## src/rtl/tl_pkg.sv

```systemverilog
package tl_pkg;

    localparam logic [7:0] LAMP_GO    = 8'h44;
    localparam logic [7:0] LAMP_AMBER = 8'h22;
    localparam logic [7:0] LAMP_LEFT  = 8'h99;
    localparam logic [7:0] LAMP_STOP  = 8'h11;

    typedef enum logic [3:0] {
        PH_ALLSTOP = 4'd0,
        PH_NS_GO   = 4'd1,
        PH_NS_AMB1 = 4'd2,
        PH_NS_LEFT = 4'd3,
        PH_NS_AMB2 = 4'd4,
        PH_EW_GO   = 4'd5,
        PH_EW_AMB1 = 4'd6,
        PH_EW_LEFT = 4'd7,
        PH_EW_AMB2 = 4'd8
    } phase_e;

    typedef enum logic {
        AXIS_NS = 1'b0,
        AXIS_EW = 1'b1
    } axis_e;

    typedef enum logic [1:0] {
        STEP_GO   = 2'd0,
        STEP_AMB1 = 2'd1,
        STEP_LEFT = 2'd2,
        STEP_AMB2 = 2'd3
    } step_e;

    typedef struct packed {
        logic  active;
        axis_e axis;
        step_e step;
    } phase_info_t;

    function automatic phase_info_t phase_info(input phase_e ph);
        phase_info_t r;
        r.active = 1'b1;
        r.axis   = AXIS_NS;
        r.step   = STEP_GO;
        case (ph)
            PH_NS_GO:   r.step = STEP_GO;
            PH_NS_AMB1: r.step = STEP_AMB1;
            PH_NS_LEFT: r.step = STEP_LEFT;
            PH_NS_AMB2: r.step = STEP_AMB2;
            PH_EW_GO:   begin r.axis = AXIS_EW; r.step = STEP_GO;   end
            PH_EW_AMB1: begin r.axis = AXIS_EW; r.step = STEP_AMB1; end
            PH_EW_LEFT: begin r.axis = AXIS_EW; r.step = STEP_LEFT; end
            PH_EW_AMB2: begin r.axis = AXIS_EW; r.step = STEP_AMB2; end
            default:    r.active = 1'b0;
        endcase
        return r;
    endfunction

    function automatic phase_e phase_next(input phase_e ph);
        case (ph)
            PH_ALLSTOP: return PH_NS_GO;
            PH_NS_GO:   return PH_NS_AMB1;
            PH_NS_AMB1: return PH_NS_LEFT;
            PH_NS_LEFT: return PH_NS_AMB2;
            PH_NS_AMB2: return PH_EW_GO;
            PH_EW_GO:   return PH_EW_AMB1;
            PH_EW_AMB1: return PH_EW_LEFT;
            PH_EW_LEFT: return PH_EW_AMB2;
            PH_EW_AMB2: return PH_NS_GO;
            default:    return PH_ALLSTOP;
        endcase
    endfunction

    function automatic logic phase_is_long(input phase_e ph);
        phase_info_t i;
        i = phase_info(ph);
        return i.active && (i.step == STEP_GO || i.step == STEP_LEFT);
    endfunction

    function automatic logic [7:0] step_code(input step_e s);
        case (s)
            STEP_GO:   return LAMP_GO;
            STEP_LEFT: return LAMP_LEFT;
            default:   return LAMP_AMBER;
        endcase
    endfunction

    function automatic logic is_go_code(input logic [7:0] c);
        return (c == LAMP_GO) || (c == LAMP_LEFT);
    endfunction

endpackage

```

## src/rtl/tl_dwell_timer.sv

```systemverilog
module tl_dwell_timer #(
    parameter int LONG_TICKS  = 10,
    parameter int SHORT_TICKS = 2
) (
    input  logic clk,
    input  logic rst,
    input  logic tick_en,
    input  logic long_sel,
    output logic expire
);
    localparam int MAX_TICKS = (LONG_TICKS > SHORT_TICKS) ? LONG_TICKS : SHORT_TICKS;
    localparam int CNT_W     = (MAX_TICKS > 1) ? $clog2(MAX_TICKS) : 1;
    localparam logic [CNT_W-1:0] LONG_LAST  = CNT_W'(LONG_TICKS - 1);
    localparam logic [CNT_W-1:0] SHORT_LAST = CNT_W'(SHORT_TICKS - 1);

    logic [CNT_W-1:0] count_q;
    logic [CNT_W-1:0] last;

    assign last   = long_sel ? LONG_LAST : SHORT_LAST;
    assign expire = tick_en && (count_q == last);

    always_ff @(posedge clk) begin
        if (rst) begin
            count_q <= '0;
        end else if (expire) begin
            count_q <= '0;
        end else if (tick_en) begin
            count_q <= count_q + 1'b1;
        end
    end
endmodule

```

## src/rtl/tl_phase_fsm.sv

```systemverilog
module tl_phase_fsm
    import tl_pkg::*;
(
    input  logic   clk,
    input  logic   rst,
    input  logic   advance,
    output phase_e phase,
    output logic   long_sel
);
    phase_e phase_q;

    always_ff @(posedge clk) begin
        if (rst) begin
            phase_q <= PH_ALLSTOP;
        end else if (advance) begin
            phase_q <= phase_next(phase_q);
        end
    end

    assign phase    = phase_q;
    assign long_sel = phase_is_long(phase_q);
endmodule

```

## src/rtl/tl_lamp_port.sv

```systemverilog
module tl_lamp_port
    import tl_pkg::*;
#(
    parameter bit AXIS_SEL = 1'b0
) (
    input  phase_e     phase,
    output logic [7:0] lamps
);
    phase_info_t info;

    always_comb begin
        info = phase_info(phase);
        if (info.active && (info.axis == axis_e'(AXIS_SEL))) begin
            lamps = step_code(info.step);
        end else begin
            lamps = LAMP_STOP;
        end
    end
endmodule

```

## src/rtl/traffic_sequencer.sv

```systemverilog
module traffic_sequencer
    import tl_pkg::*;
#(
    parameter int LONG_TICKS  = 10,
    parameter int SHORT_TICKS = 2
) (
    input  logic       clk,
    input  logic       rst,
    input  logic       tick_en,
    output logic [7:0] ns_lamps,
    output logic [7:0] ew_lamps
);
    localparam int N_PORTS = 2;

    logic       expire;
    logic       long_sel;
    phase_e     phase;
    logic [7:0] port_code [N_PORTS];

    tl_dwell_timer #(
        .LONG_TICKS (LONG_TICKS),
        .SHORT_TICKS(SHORT_TICKS)
    ) i_timer (
        .clk     (clk),
        .rst     (rst),
        .tick_en (tick_en),
        .long_sel(long_sel),
        .expire  (expire)
    );

    tl_phase_fsm i_fsm (
        .clk     (clk),
        .rst     (rst),
        .advance (expire),
        .phase   (phase),
        .long_sel(long_sel)
    );

    for (genvar p = 0; p < N_PORTS; p++) begin : g_port
        tl_lamp_port #(.AXIS_SEL(p[0])) i_port (
            .phase(phase),
            .lamps(port_code[p])
        );
    end

    assign ns_lamps = port_code[0];
    assign ew_lamps = port_code[1];
endmodule

```

## config.mk

```make
export PLATFORM = sky130hd
export DESIGN_NAME = traffic_sequencer
export DESIGN_NICKNAME = d
export VERILOG_FILES = /design/src/rtl/tl_pkg.sv /design/src/rtl/tl_dwell_timer.sv /design/src/rtl/tl_phase_fsm.sv /design/src/rtl/tl_lamp_port.sv /design/src/rtl/traffic_sequencer.sv
export SDC_FILE = /design/constraint.sdc
export NUM_CORES = 1
export LEC_CHECK = 0
export ABC_AREA = 1
export BUFFER_PORTS_ARGS = -buffer_cell sky130_fd_sc_hd__buf_2
export CORE_AREA = 5 5 45 47
export DETAILED_ROUTE_END_ITERATION = 16
export DIE_AREA = 0 0 50 52
export PLACE_DENSITY = 0.7
export SETUP_SLACK_MARGIN = 0.1
export SLEW_MARGIN = 20
export SYNTH_ARGS = -nofsm -noshare
export SYNTH_HDL_FRONTEND = slang
export SYNTH_SLANG_ARGS = --single-unit
```

## constraint.sdc

```tcl
create_clock -name clk -period 2.1 [get_ports clk]
set_input_delay 0.21 -clock clk [delete_from_list [all_inputs] [get_ports clk]]
set_output_delay 0.21 -clock clk [all_outputs]
set_load 0.005 [all_outputs]
```

==> impl_results.md <==
- Final Hold Fails: 0
- Seq/Total Area, Yosys: 0.229
- Die width: approximately 50 um
- Largest net degree at the start of global routing: 9
- Clk sinks: 8
- Fin util: 0.495
- Fmax: 0.540 GHz
- Crit-path max FO: 5
- Setup ws final: roughly 0.25 ns
- Starting Density: 0.433
- Drt wl/cell: 9.71 um
- Diode count: 0
- Skew final: 0.00517 ns
- Drt pass-1 iters: 4
- Most used cell, CP: inv_1
- Avg Synthesized Cell Area: around 6.6 sq um
- GP Congestion: between 0.7 and 0.8
- Worst hold slack: 0.267 ns
- Total wire length: 1310 um
- Clock Tree Buf Depth: 2
- Layout cells sized above 1: 0.347
- Die Y-Extent: 52 um
- Routed Antenna Nets: 0
- Drt first-iter violations: 11
- Port bufs: 18
- LEAKAGE: 0.418 nW
- Sum Neg Setup Slack: 0 ns
- Fin nets: 130
- Fillers: roughly 170
- Cell Area, Synth: 698 sq um
- Slew Limit Headroom: 0.777
- Crit path kind: reg2out
- Worst Setup End Kind: output pin
- Synth Register Bits: 8
- CTS Buf Count: 3
- Mapped Cells: between 100 and 150
- Final count of negative-setup-slack endpoints: 0
- Number of remaining DRC errors: 0
- RSZ-0062 raised after global routing: no
- Hold crit path type: in2reg
- Initial antenna violation count: 0
- Clk Latency, worst-skew pair: 0.26 ns
- Worst-path clk slew: about 0.06 ns
- Cell row count: 15
- Post-CTS setup buffer count: 0
- Data arrival time of the critical path: 1.64 ns
- HPWL after DPL: between 1000 and 1500 um
- CTS Root Cell: clkbuf_4
- Worst path cell trace: inv_1 > ha_2 > nor2_2 > nor2_1 > nor2_1 > nand2_1 > inv_2 > o21ai_2 > inv_1 > nand2_1 > inv_1 > buf_2
- Min Clock Period, post-route: between 1.5 and 2 ns
- CP startpoint kind: flop
- Vias in the first global route: 513
- Peak VDD IR: 295 uV
- Outcome: complete, no violations
- Max Cap Viol: 0
- Area growth syn-to-layout: 14.3%
- Worst path required time: around 1.9 ns
- Final Max Slew Viols: 0
- Post-place setup slack: 0.363 ns
- Gr usage total: 0.106
- Vias/cell: around 4.7
- H-tree lvl count: 1
- PwrDens: between 600 and 700 nW/um^2
- CTS tree: yes
- Core Area: 1610 sq um
- Yosys cell types: 22
- Total power: around 490 uW
- I/O pin count: 19
- Critical path's slowest cell: dfxtp_4
- Slew of the pin with the lowest slew margin: approximately 0.33 ns
- CTS Hold Bufs: 0
- Die ar.: between 2000 and 3000 sq um
- Slowest Stage Delay on Critical Path: between 0.3 and 0.4 ns
- Global-route wire length before repair: 2130 um
- Number of synthesis warnings: 0
- Gr ovfl total: 0
- Via Count: 636
- Post-Syn Nets: 115
- Tcrit/Tclk final: 0.881
[synthesized netlist by cell type]
master / instances / share of area
o22ai_1: 1 / 0.0090
nor3_1: 1 / 0.0072
dfxtp_1: 8 / 0.23
or2_2: 1 / 0.0090
nand2_4: 1 / 0.016
o21ai_0: 2 / 0.014
nand3_4: 1 / 0.025
ha_1: 7 / 0.13
xor2_1: 1 / 0.013
xnor2_1: 1 / 0.013
nand3_2: 1 / 0.014
buf_4: 8 / 0.086
nand3_1: 4 / 0.029
inv_1: 14 / 0.075
nor2_1: 20 / 0.11
inv_2: 2 / 0.011
nand2_1: 23 / 0.12
a21oi_2: 2 / 0.025
nand2_2: 3 / 0.027
o21ai_1: 1 / 0.0072
nor2_4: 1 / 0.016
nand4_1: 2 / 0.018
[path summary, 6_finish.rpt]
path,from,endpoint,slack (ns),depth (start not counted)
worst max register to register,i_fsm.phase[0],i_fsm.phase[0],0.50,11
worst min register to register,i_timer.count_q[2],i_timer.count_q[2],0.50,2
worst min-delay path,tick_en,i_timer.count_q[2],0.27,3
worst max-delay path,i_fsm.phase[0],ns_lamps[7],0.25,12
[routing by layer]
layer | routed length, um | share of wire | vias up | GRT usage
met2 | 538 | 0.41 | 23 | 0.136
met3 | 123 | 0.094 | 5 | 0.0544
li1 | - | - | 343 | -
met4 | 26 | 0.020 | 0 | 0.0524
met1 | 622 | 0.47 | 265 | 0.142
met5 | 0 | 0 | - | 0
[state kept, by name, indices dropped and copies added, names as in the netlist]
name,cells
i_fsm.phase,4
i_timer.count_q,4
[where the power goes]
part	total (mW)	internal, mW	leakage [nW]	switching [mW]
clock	0.121	0.0656	0.0138	0.0550
combinational	0.188	0.0766	0.338	0.111
sequential	0.178	0.164	0.0664	0.0141
[placed cells by master (no fill, tap or decap), types with 3 or more instances in the layout]
| master | netlist | final |
|---|---|---|
| clkbuf_4 | 0 | 3 |
| buf_2 | 0 | 18 |
| nand2_2 | 3 | 3 |
| nand3_1 | 4 | 3 |
| ha_1 | 7 | 6 |
| nand2_1 | 23 | 23 |
| dfxtp_1 | 8 | 6 |
| inv_1 | 14 | 14 |
| nor2_1 | 20 | 18 |
[layout make-up]
class / instances / area (sq um) / share of cell area
sequential: 8 / 165 / 0.207
multi-input combinational: 73 / 439 / 0.550
inverter: 16 / 60.1 / 0.0752
clock buffer: 3 / 22.5 / 0.0282
timing repair buffer: 18 / 90.1 / 0.113
tap: 17 / 21.3 / 0.0266
[timing repair]
| item | CTS | global route |
|---|---|---|
| gates resized for setup | 1 | 9 |
| pin swaps | 0 | 1 |
| setup endpoints to repair | 2 | 14 |
[cell families (layout without fill, tap and decap cells)]
| family | after synthesis | in the layout | synth area share |
|---|---|---|---|
| buf+inv | 24 | 37 | 0.172 |
| compound gates | 6 | 6 | 0.0556 |
| flops | 8 | 8 | 0.229 |
| fa+ha+maj | 7 | 7 | 0.125 |
| xor+xnor | 2 | 2 | 0.0251 |
| simple gates | 58 | 58 | 0.392 |
[worst max-delay path, delay by kind of cell (launching register included)]
family	cells	cell delay (ns)
simple gates	5	0.36
compound gates	1	0.07
flops	1	0.36
fa+ha+maj	1	0.20
buf+inv	5	0.39
[per-stage QoR]
step           instances  instance area, sq um
2_1_floorplan        105                   698
3_3_place_gp         132                   749
3_5_place_dp         132                   749
4_1_cts              135                   777
5_1_grt              135                   798
6_report             135                   798
(Power assumes the default switching activity.)
